==> src/rtl/tpat_pkg.sv <==
package tpat_pkg;

   typedef enum logic [1:0] {
      SRC_LIVE   = 2'b00,
      SRC_LIVE_B = 2'b01,
      SRC_NFS    = 2'b10,
      SRC_PRBS   = 2'b11
   } src_mode_e;

   // Feedback tap mask for a maximal-length Fibonacci LFSR of the given width.
   // Bit k of the mask set means state bit k feeds the XOR.
   // Unsupported widths return 0.
   function automatic logic [31:0] prbs_taps(input int w);
      logic [31:0] m;
      m = '0;
      case (w)
         7:  begin m[6]  = 1'b1; m[5]  = 1'b1; end
         9:  begin m[8]  = 1'b1; m[4]  = 1'b1; end
         15: begin m[14] = 1'b1; m[13] = 1'b1; end
         17: begin m[16] = 1'b1; m[13] = 1'b1; end
         23: begin m[22] = 1'b1; m[17] = 1'b1; end
         31: begin m[30] = 1'b1; m[27] = 1'b1; end
         default: m = '0;
      endcase
      return m;
   endfunction

endpackage

==> src/rtl/tpat_prbs.sv <==
module tpat_prbs #(
   parameter int          W     = 15,
   parameter int          OUT_W = 14,
   parameter logic [31:0] SEED  = 32'h1
) (
   input  logic             clk,
   input  logic             rst_n,
   input  logic             adv,
   output logic [OUT_W-1:0] word
);
   localparam logic [31:0]  TAPS_ALL = tpat_pkg::prbs_taps(W);
   localparam logic [W-1:0] TAP_MASK = TAPS_ALL[W-1:0];
   localparam logic [W-1:0] SEED_W   = SEED[W-1:0];

   generate
      if (W < 2 || W > 32) begin : g_bad_width
         $error("tpat_prbs: W must lie in 2..32");
      end
      if (TAP_MASK == '0) begin : g_bad_taps
         $error("tpat_prbs: no tap set for this width");
      end
      if (SEED_W == '0) begin : g_bad_seed
         $error("tpat_prbs: seed must be nonzero");
      end
      if (OUT_W > W) begin : g_bad_out
         $error("tpat_prbs: OUT_W exceeds W");
      end
   endgenerate

   logic [W-1:0] state;
   logic         fb;

   assign fb   = ^(state & TAP_MASK);
   assign word = state[OUT_W-1:0];

   always_ff @(posedge clk or negedge rst_n) begin
      if (!rst_n)   state <= SEED_W;
      else if (adv) state <= {state[W-2:0], fb};
   end

   // a maximal-length register never falls into the all-zero lock-up state
   p_prbs_nonzero_r4: assert property (@(posedge clk) disable iff (!rst_n)
      state != '0);

   // the state is frozen while the generator is not selected
   p_prbs_hold_r5: assert property (@(posedge clk) disable iff (!rst_n)
      !adv |=> $stable(state));

endmodule

==> src/rtl/tpat_srcsel.sv <==
module tpat_srcsel #(
   parameter int DATA_W = 14
) (
   input  logic              clk,
   input  logic              rst_n,
   input  logic [1:0]        mode,
   input  logic              tdm_emul,
   input  logic [DATA_W-1:0] adc_data,
   input  logic              adc_en,
   input  logic [DATA_W-1:0] prbs_word,
   output logic              prbs_adv,
   output logic [DATA_W-1:0] bus_data,
   output logic              bus_en
);
   import tpat_pkg::*;

   localparam logic [DATA_W-1:0] NEG_FS = {1'b1, {(DATA_W-1){1'b0}}};

   generate
      if (DATA_W < 2) begin : g_bad_w
         $error("tpat_srcsel: DATA_W must be at least 2");
      end
   endgenerate

   logic              test_sel;
   logic              tdm_act;
   logic              phase;
   logic [DATA_W-1:0] nxt_data;
   logic              nxt_en;

   assign test_sel = mode[1];
   assign tdm_act  = test_sel & tdm_emul;
   assign prbs_adv = (mode == SRC_PRBS);

   always_comb begin
      case (mode)
         SRC_NFS:  nxt_data = NEG_FS;
         SRC_PRBS: nxt_data = prbs_word;
         default:  nxt_data = adc_data;
      endcase
      if (!test_sel)     nxt_en = adc_en;
      else if (tdm_emul) nxt_en = ~phase;
      else               nxt_en = 1'b1;
   end

   always_ff @(posedge clk or negedge rst_n) begin
      if (!rst_n) begin
         phase    <= 1'b0;
         bus_data <= '0;
         bus_en   <= 1'b0;
      end else begin
         phase    <= tdm_act ? ~phase : 1'b0;
         bus_data <= nxt_data;
         bus_en   <= nxt_en;
      end
   end

   // converter path delivers its sample and enable one clock later
   p_live_pass_r2: assert property (@(posedge clk) disable iff (!rst_n)
      !test_sel |=> (bus_data == $past(adc_data)) && (bus_en == $past(adc_en)));

   // constant source produces the most negative code
   p_neg_fs_r3: assert property (@(posedge clk) disable iff (!rst_n)
      (mode == SRC_NFS) |=> (bus_data == NEG_FS));

   // interleave emulation alternates the enable on consecutive clocks
   p_tdm_toggle_r6: assert property (@(posedge clk) disable iff (!rst_n)
      (tdm_act && $past(tdm_act)) |=> (bus_en != $past(bus_en)));

   // test source without emulation keeps the enable high
   p_test_en_r6: assert property (@(posedge clk) disable iff (!rst_n)
      (test_sel && !tdm_emul) |=> bus_en);

endmodule

==> src/rtl/tpat_misr.sv <==
module tpat_misr #(
   parameter int             W    = 16,
   parameter logic [W-1:0]   POLY = 16'h1021
) (
   input  logic         clk,
   input  logic         rst_n,
   input  logic         clr,
   input  logic         valid,
   input  logic [W-1:0] din,
   output logic [W-1:0] sig
);
   generate
      if (W < 2) begin : g_bad_w
         $error("tpat_misr: W must be at least 2");
      end
      if (POLY[0] == 1'b0) begin : g_bad_poly
         $error("tpat_misr: polynomial needs its constant term");
      end
   endgenerate

   logic [W-1:0] shifted;

   assign shifted = {sig[W-2:0], 1'b0} ^ (sig[W-1] ? POLY : '0);

   always_ff @(posedge clk or negedge rst_n) begin
      if (!rst_n)     sig <= '0;
      else if (clr)   sig <= '0;
      else if (valid) sig <= shifted ^ din;
   end

   // a clear wins over a valid word on the same clock
   p_misr_clr_r9: assert property (@(posedge clk) disable iff (!rst_n)
      clr |=> (sig == '0));

   // no valid word, no clear: signature holds
   p_misr_hold_r8: assert property (@(posedge clk) disable iff (!rst_n)
      (!clr && !valid) |=> $stable(sig));

endmodule

==> src/rtl/tpat_src.sv <==
module tpat_src #(
   parameter int          DATA_W    = 14,
   parameter int          PRBS_W    = 15,
   parameter logic [31:0] PRBS_SEED = 32'h1,
   parameter int          MISR_W    = 16,
   parameter logic [MISR_W-1:0] MISR_POLY = 16'h1021
) (
   input  logic              clk,
   input  logic              rst_n,
   input  logic [1:0]        cfg_src,
   input  logic              cfg_tdm,
   input  logic [DATA_W-1:0] adc_data,
   input  logic              adc_en,
   output logic [DATA_W-1:0] bus_data,
   output logic              bus_en,
   input  logic [MISR_W-1:0] sig_data,
   input  logic              sig_valid,
   input  logic              misr_clr,
   output logic [MISR_W-1:0] misr_sig
);
   generate
      if (PRBS_W < DATA_W) begin : g_bad_prbs
         $error("tpat_src: PRBS_W must cover DATA_W");
      end
   endgenerate

   logic [DATA_W-1:0] prbs_word;
   logic              prbs_adv;

   tpat_prbs #(
      .W     (PRBS_W),
      .OUT_W (DATA_W),
      .SEED  (PRBS_SEED)
   ) u_prbs (
      .clk   (clk),
      .rst_n (rst_n),
      .adv   (prbs_adv),
      .word  (prbs_word)
   );

   tpat_srcsel #(
      .DATA_W (DATA_W)
   ) u_sel (
      .clk       (clk),
      .rst_n     (rst_n),
      .mode      (cfg_src),
      .tdm_emul  (cfg_tdm),
      .adc_data  (adc_data),
      .adc_en    (adc_en),
      .prbs_word (prbs_word),
      .prbs_adv  (prbs_adv),
      .bus_data  (bus_data),
      .bus_en    (bus_en)
   );

   tpat_misr #(
      .W    (MISR_W),
      .POLY (MISR_POLY)
   ) u_misr (
      .clk   (clk),
      .rst_n (rst_n),
      .clr   (misr_clr),
      .valid (sig_valid),
      .din   (sig_data),
      .sig   (misr_sig)
   );

   // outputs sit at zero while reset is held
   always_comb begin
      if (!rst_n) begin
         p_reset_state_r1: assert (bus_data == '0 && !bus_en && misr_sig == '0);
      end
   end

endmodule

==> config.mk <==
export PLATFORM = sky130hd
export DESIGN_NAME = tpat_src
export DESIGN_NICKNAME = d
export VERILOG_FILES = /design/src/rtl/tpat_pkg.sv /design/src/rtl/tpat_prbs.sv /design/src/rtl/tpat_srcsel.sv /design/src/rtl/tpat_misr.sv /design/src/rtl/tpat_src.sv
export SDC_FILE = /design/constraint.sdc
export NUM_CORES = 1
export LEC_CHECK = 0
export ABC_AREA = 1
export CAP_MARGIN = 20
export CORE_MARGIN = 4
export CORE_UTILIZATION = 40
export CTS_CLUSTER_SIZE = 16
export DETAILED_ROUTE_END_ITERATION = 6
export PLACE_DENSITY_LB_ADDON = 0.1
export SYNTH_ARGS = -nofsm -noshare
export SYNTH_HDL_FRONTEND = slang
export SYNTH_SLANG_ARGS = --single-unit
==> constraint.sdc <==
create_clock -name clk -period 1.03 [get_ports clk]
set_input_delay 0.206 -clock clk [delete_from_list [all_inputs] [get_ports clk]]
set_output_delay 0.206 -clock clk [all_outputs]
set_load 0.005 [all_outputs]
==> impl_metrics.sql <==
INSERT INTO impl_metrics (metric_group, metric, value, unit) VALUES
('run_status', 'outcome', 'finished, violations left', ''),
('run_status', 'violated_checks', 'setup timing', ''),
('logic_synthesis', 'synth_cells', '196', ''),
('detailed_routing', 'drt_wl_total', '4370', 'um'),
('sta', 'fin_crit', '1.03', 'ns'),
('detailed_routing', 'drt_iter0_markers', '99', ''),
('logic_synthesis', 'synthesis.yosys.warnings', '0', ''),
('detailed_routing', 'ant_nets', '0', ''),
('detailed_routing', 'wire_per_inst', '12.5', 'um'),
('clock_network', 'htree_num_levels', '2', ''),
('clock_network', 'cts.clk_slew.worst_paths', '0.09', 'ns'),
('worst_setup_path', 'worst-setup-path-type', 'flip-flop to output port', ''),
('grt', 'globalRouteOverflowTotal', '0', ''),
('final_layout', 'drive_above_1_share', '27.6', '%'),
('placed_design', 'gp_routability_congestion', '0.777', ''),
('grt', 'grt_antenna_before_repair', '0', ''),
('final_layout', 'areaGrowthSynthToFinish', '46.8', '%'),
('floorplanning', 'design.die.area', '5910', 'um^2'),
('worst_setup_path', 'cp_top_family', 'flip-flops', ''),
('sta', 'slew-limit-headroom', '84.4', '%'),
('min_path', 'timing.hold.worst.class', 'input pin to asynchronous set/reset pin', ''),
('final_layout', 'antenna-diode-count', '0', ''),
('pwr', 'ir_worst_vdd', '1.04', 'mV'),
('final_layout', 'most-common-layout-cells', '84 x sky130_fd_sc_hd__nand2_1, 46 x sky130_fd_sc_hd__dfrtp_1, 35 x sky130_fd_sc_hd__clkdlybuf4s50_1', ''),
('worst_setup_path', 'cp_data_arrival_time', '0.83', 'ns'),
('final_layout', 'design.final.nets', '334', ''),
('sta', 'maxSlewViolCount', '0', ''),
('worst_setup_path', 'worst_path_largest_cell_delay', '0.39', 'ns'),
('floorplanning', 'die-height', '76.9', 'um'),
('pwr', 'leakage_power_total', '0.00148', 'uW'),
('detailed_routing', 'firstDrtPassIters', '4', ''),
('final_layout', 'post_route_insts_no_fill', '349', ''),
('floorplanning', 'start_util', '42.4', '%'),
('clock_network', 'cts-root-buf', 'sky130_fd_sc_hd__clkbuf_8', ''),
('placed_design', 'post-place-ws', '-0.280', 'ns'),
('final_layout', 'mostFrequentLayoutCell', 'sky130_fd_sc_hd__nand2_1', ''),
('placed_design', 'detailed_place_hpwl', '3230', 'um'),
('sta', 'hold_viol', '0', ''),
('worst_setup_path', 'endpoint_kind', 'output port', ''),
('worst_setup_path', 'cp_num_buf_inv', '1', ''),
('flow_run', 'max-cap-violations', '0', ''),
('grt', 'grt_pass1_vias', '1636', ''),
('sta', 'worst-slew-pin-transition', '0.233', 'ns'),
('placed_design', 'placed_cells', '335', ''),
('sta', 'fmax', '970', 'MHz'),
('clock_network', 'clk_latency', '0.30', 'ns'),
('sta', 'final-setup-viol-count', '2', ''),
('sta', 'post-route-period-util', '100', '%'),
('clock_network', 'clockBufferDepth', '2', ''),
('final_layout', 'finalInstanceArea', '2790', 'um^2'),
('worst_setup_path', 'startpoint_type', 'flip-flop', ''),
('floorplanning', 'num_io_pins', '69', ''),
('worst_setup_path', 'critical_path.slowest_cell', 'sky130_fd_sc_hd__dfrtp_1', ''),
('placed_design', 'dpl_cell_area', '2790', 'um^2'),
('logic_synthesis', 'post_synth_num_cell_types', '22', ''),
('logic_synthesis', 'mappedNetlistArea', '1900', 'um^2'),
('logic_synthesis', 'sequential_area_share_after_synthesis', '62.0', '%'),
('worst_setup_path', 'cell_chain_of_the_critical_path', 'buf_2', ''),
('worst_setup_path', 'crit_path_max_fanout', '2', ''),
('detailed_routing', 'vias', '1607', ''),
('sta', 'rsz_0062_raised_after_global_routing', 'true', ''),
('grt', 'grt.total_usage', '15.5', '%'),
('grt', 'grt_first_pass_wirelength', '7250', 'um'),
('grt', 'grt_max_degree', '44', ''),
('detailed_routing', 'post_drt_via_cell_ratio', '4.60', ''),
('sta', 'final.setup.worst_slack', '-0.00141', 'ns'),
('clock_network', 'cts_tree', 'done', ''),
('logic_synthesis', 'ys_ff_latch', '47', ''),
('detailed_routing', 'remaining_drc_errors', '0', ''),
('clock_network', 'cts_sinks', '47', ''),
('logic_synthesis', 'synthesis.area_per_instance', '9.68', 'um^2'),
('clock_network', 'cts_buffers', '5', ''),
('worst_setup_path', 'timing.critical_path.required', '0.82', 'ns'),
('pwr', 'p_per_area', '1450', 'nW/um^2'),
('sta', 'worst_clock_skew', '0.00931', 'ns'),
('floorplanning', 'num_rows', '24', ''),
('final_layout', 'fill_cell_total_of_the_finished_layout', '395', ''),
('placed_design', 'portBuffers', '68', ''),
('floorplanning', 'core_area', '4470', 'um^2'),
('floorplanning', 'die_width', '76.9', 'um'),
('logic_synthesis', 'post_synthesis_net_count', '234', '');
[worst paths after layout]
check | cells after the start | endpoint | start | slack, ns
setup / recovery | 1 | misr_sig[12] | u_misr.sig[12]$_DFFE_PN0P_ | -0.001
hold / removal | 2 | u_misr.sig[2]$_DFFE_PN0P_ | rst_n | 0.26
setup reg to reg | 4 | u_misr.sig[7]$_DFFE_PN0P_ | u_misr.sig[6]$_DFFE_PN0P_ | 0.05
hold reg to reg | 1 | u_sel.phase$_DFF_PN0_ | u_sel.phase$_DFF_PN0_ | 0.43
max in group asynchronous | 3 | u_prbs.state[0]$_DFFE_PN1N_ | rst_n | 0.28
min in group clk | 3 | u_sel.bus_data[13]$_DFF_PN0_ | cfg_src[1] | 0.29
[through the flow]
stage	util [%]	power, uW	hold WS (ns)	TNS [ns]
floorplan	-	2520	-0.0896	0
global placement	62.3	3070	0.0358	-9.68
detailed placement	62.3	3090	0.0362	-10.58
CTS	62.0	4080	0.245	-0.127
global route	62.3	4270	0.255	-0.371
finish	62.3	4040	0.259	-0.00281
[what timing repair did]
| action | in CTS | in global routing |
|---|---|---|
| pin swaps | 0 | 6 |
| gates resized for setup | 127 | 12 |
| endpoints found under the hold margin | 46 | 0 |
| setup endpoints to repair | 31 | 31 |
| hold buffers | 1 | 0 |
| buffers inserted | 5 | 3 |
[logic make-up (layout without fill, tap and decap cells)]
kind of cell / Yosys count / count (layout) / share of synthesized area [%]
xor+xnor: 15 / 15 / 6.92
simple gates: 101 / 101 / 21.6
flops: 47 / 47 / 62.0
buf+inv: 14 / 115 / 4.22
compound gates: 19 / 19 / 5.27
[layer usage]
| metal | GRT usage (%) | share of wire (%) |
|---|---|---|
| met1 | 18.6 | 43 |
| met2 | 25.2 | 47 |
| met3 | 4.92 | 7.9 |
| met4 | 7.61 | 2.1 |
| met5 | 0 | 0 |
[registers in the layout, indices dropped and copies added (netlist names)]
name,cells
u_sel.phase,1
u_prbs.state,15
u_sel.bus_data,14
u_sel.bus_en,1
u_misr.sig,16
[Yosys cell counts]
library cell,number,area share [%]
sky130_fd_sc_hd__o22ai_1,3,0.99
sky130_fd_sc_hd__buf_6,1,0.59
sky130_fd_sc_hd__inv_1,7,1.4
sky130_fd_sc_hd__o21ai_1,4,1.1
sky130_fd_sc_hd__buf_4,1,0.40
sky130_fd_sc_hd__a31oi_1,1,0.33
sky130_fd_sc_hd__nand2_1,86,17
sky130_fd_sc_hd__nand3_1,4,1.1
sky130_fd_sc_hd__nor2_2,1,0.33
sky130_fd_sc_hd__dfstp_2,1,1.4
sky130_fd_sc_hd__inv_2,1,0.20
sky130_fd_sc_hd__nand2_2,3,0.99
sky130_fd_sc_hd__inv_4,1,0.33
sky130_fd_sc_hd__nand2_4,1,0.59
sky130_fd_sc_hd__xnor2_1,15,6.9
sky130_fd_sc_hd__buf_8,1,0.79
sky130_fd_sc_hd__nor2_1,4,0.79
sky130_fd_sc_hd__o21ai_0,10,2.6
sky130_fd_sc_hd__dfrtp_1,46,61
sky130_fd_sc_hd__nand3b_1,2,0.79
sky130_fd_sc_hd__buf_2,2,0.53
sky130_fd_sc_hd__a21oi_1,1,0.26
[report_power, final]
group          internal, uW  switching, uW  leakage, uW  total [uW]
clock                   477            581    0.0000422        1060
combinational           455            365     0.000823         819
sequential             2060            103     0.000617        2160
total                  2990           1050      0.00148        4040
[cell type report]
cell class              instances  area [um^2]  share of cell area (%)
multi-input cells             135          656                    23.5
flip-flops and latches         47         1180                    42.3
repair buffers                 98          763                    27.4
inverters                       9         43.8                    1.57
well taps                      52         65.1                    2.33
clock inverters                 1         5.00                   0.180
clock buffers                   7         76.3                    2.74
Power figures use the tool's default switching activity.
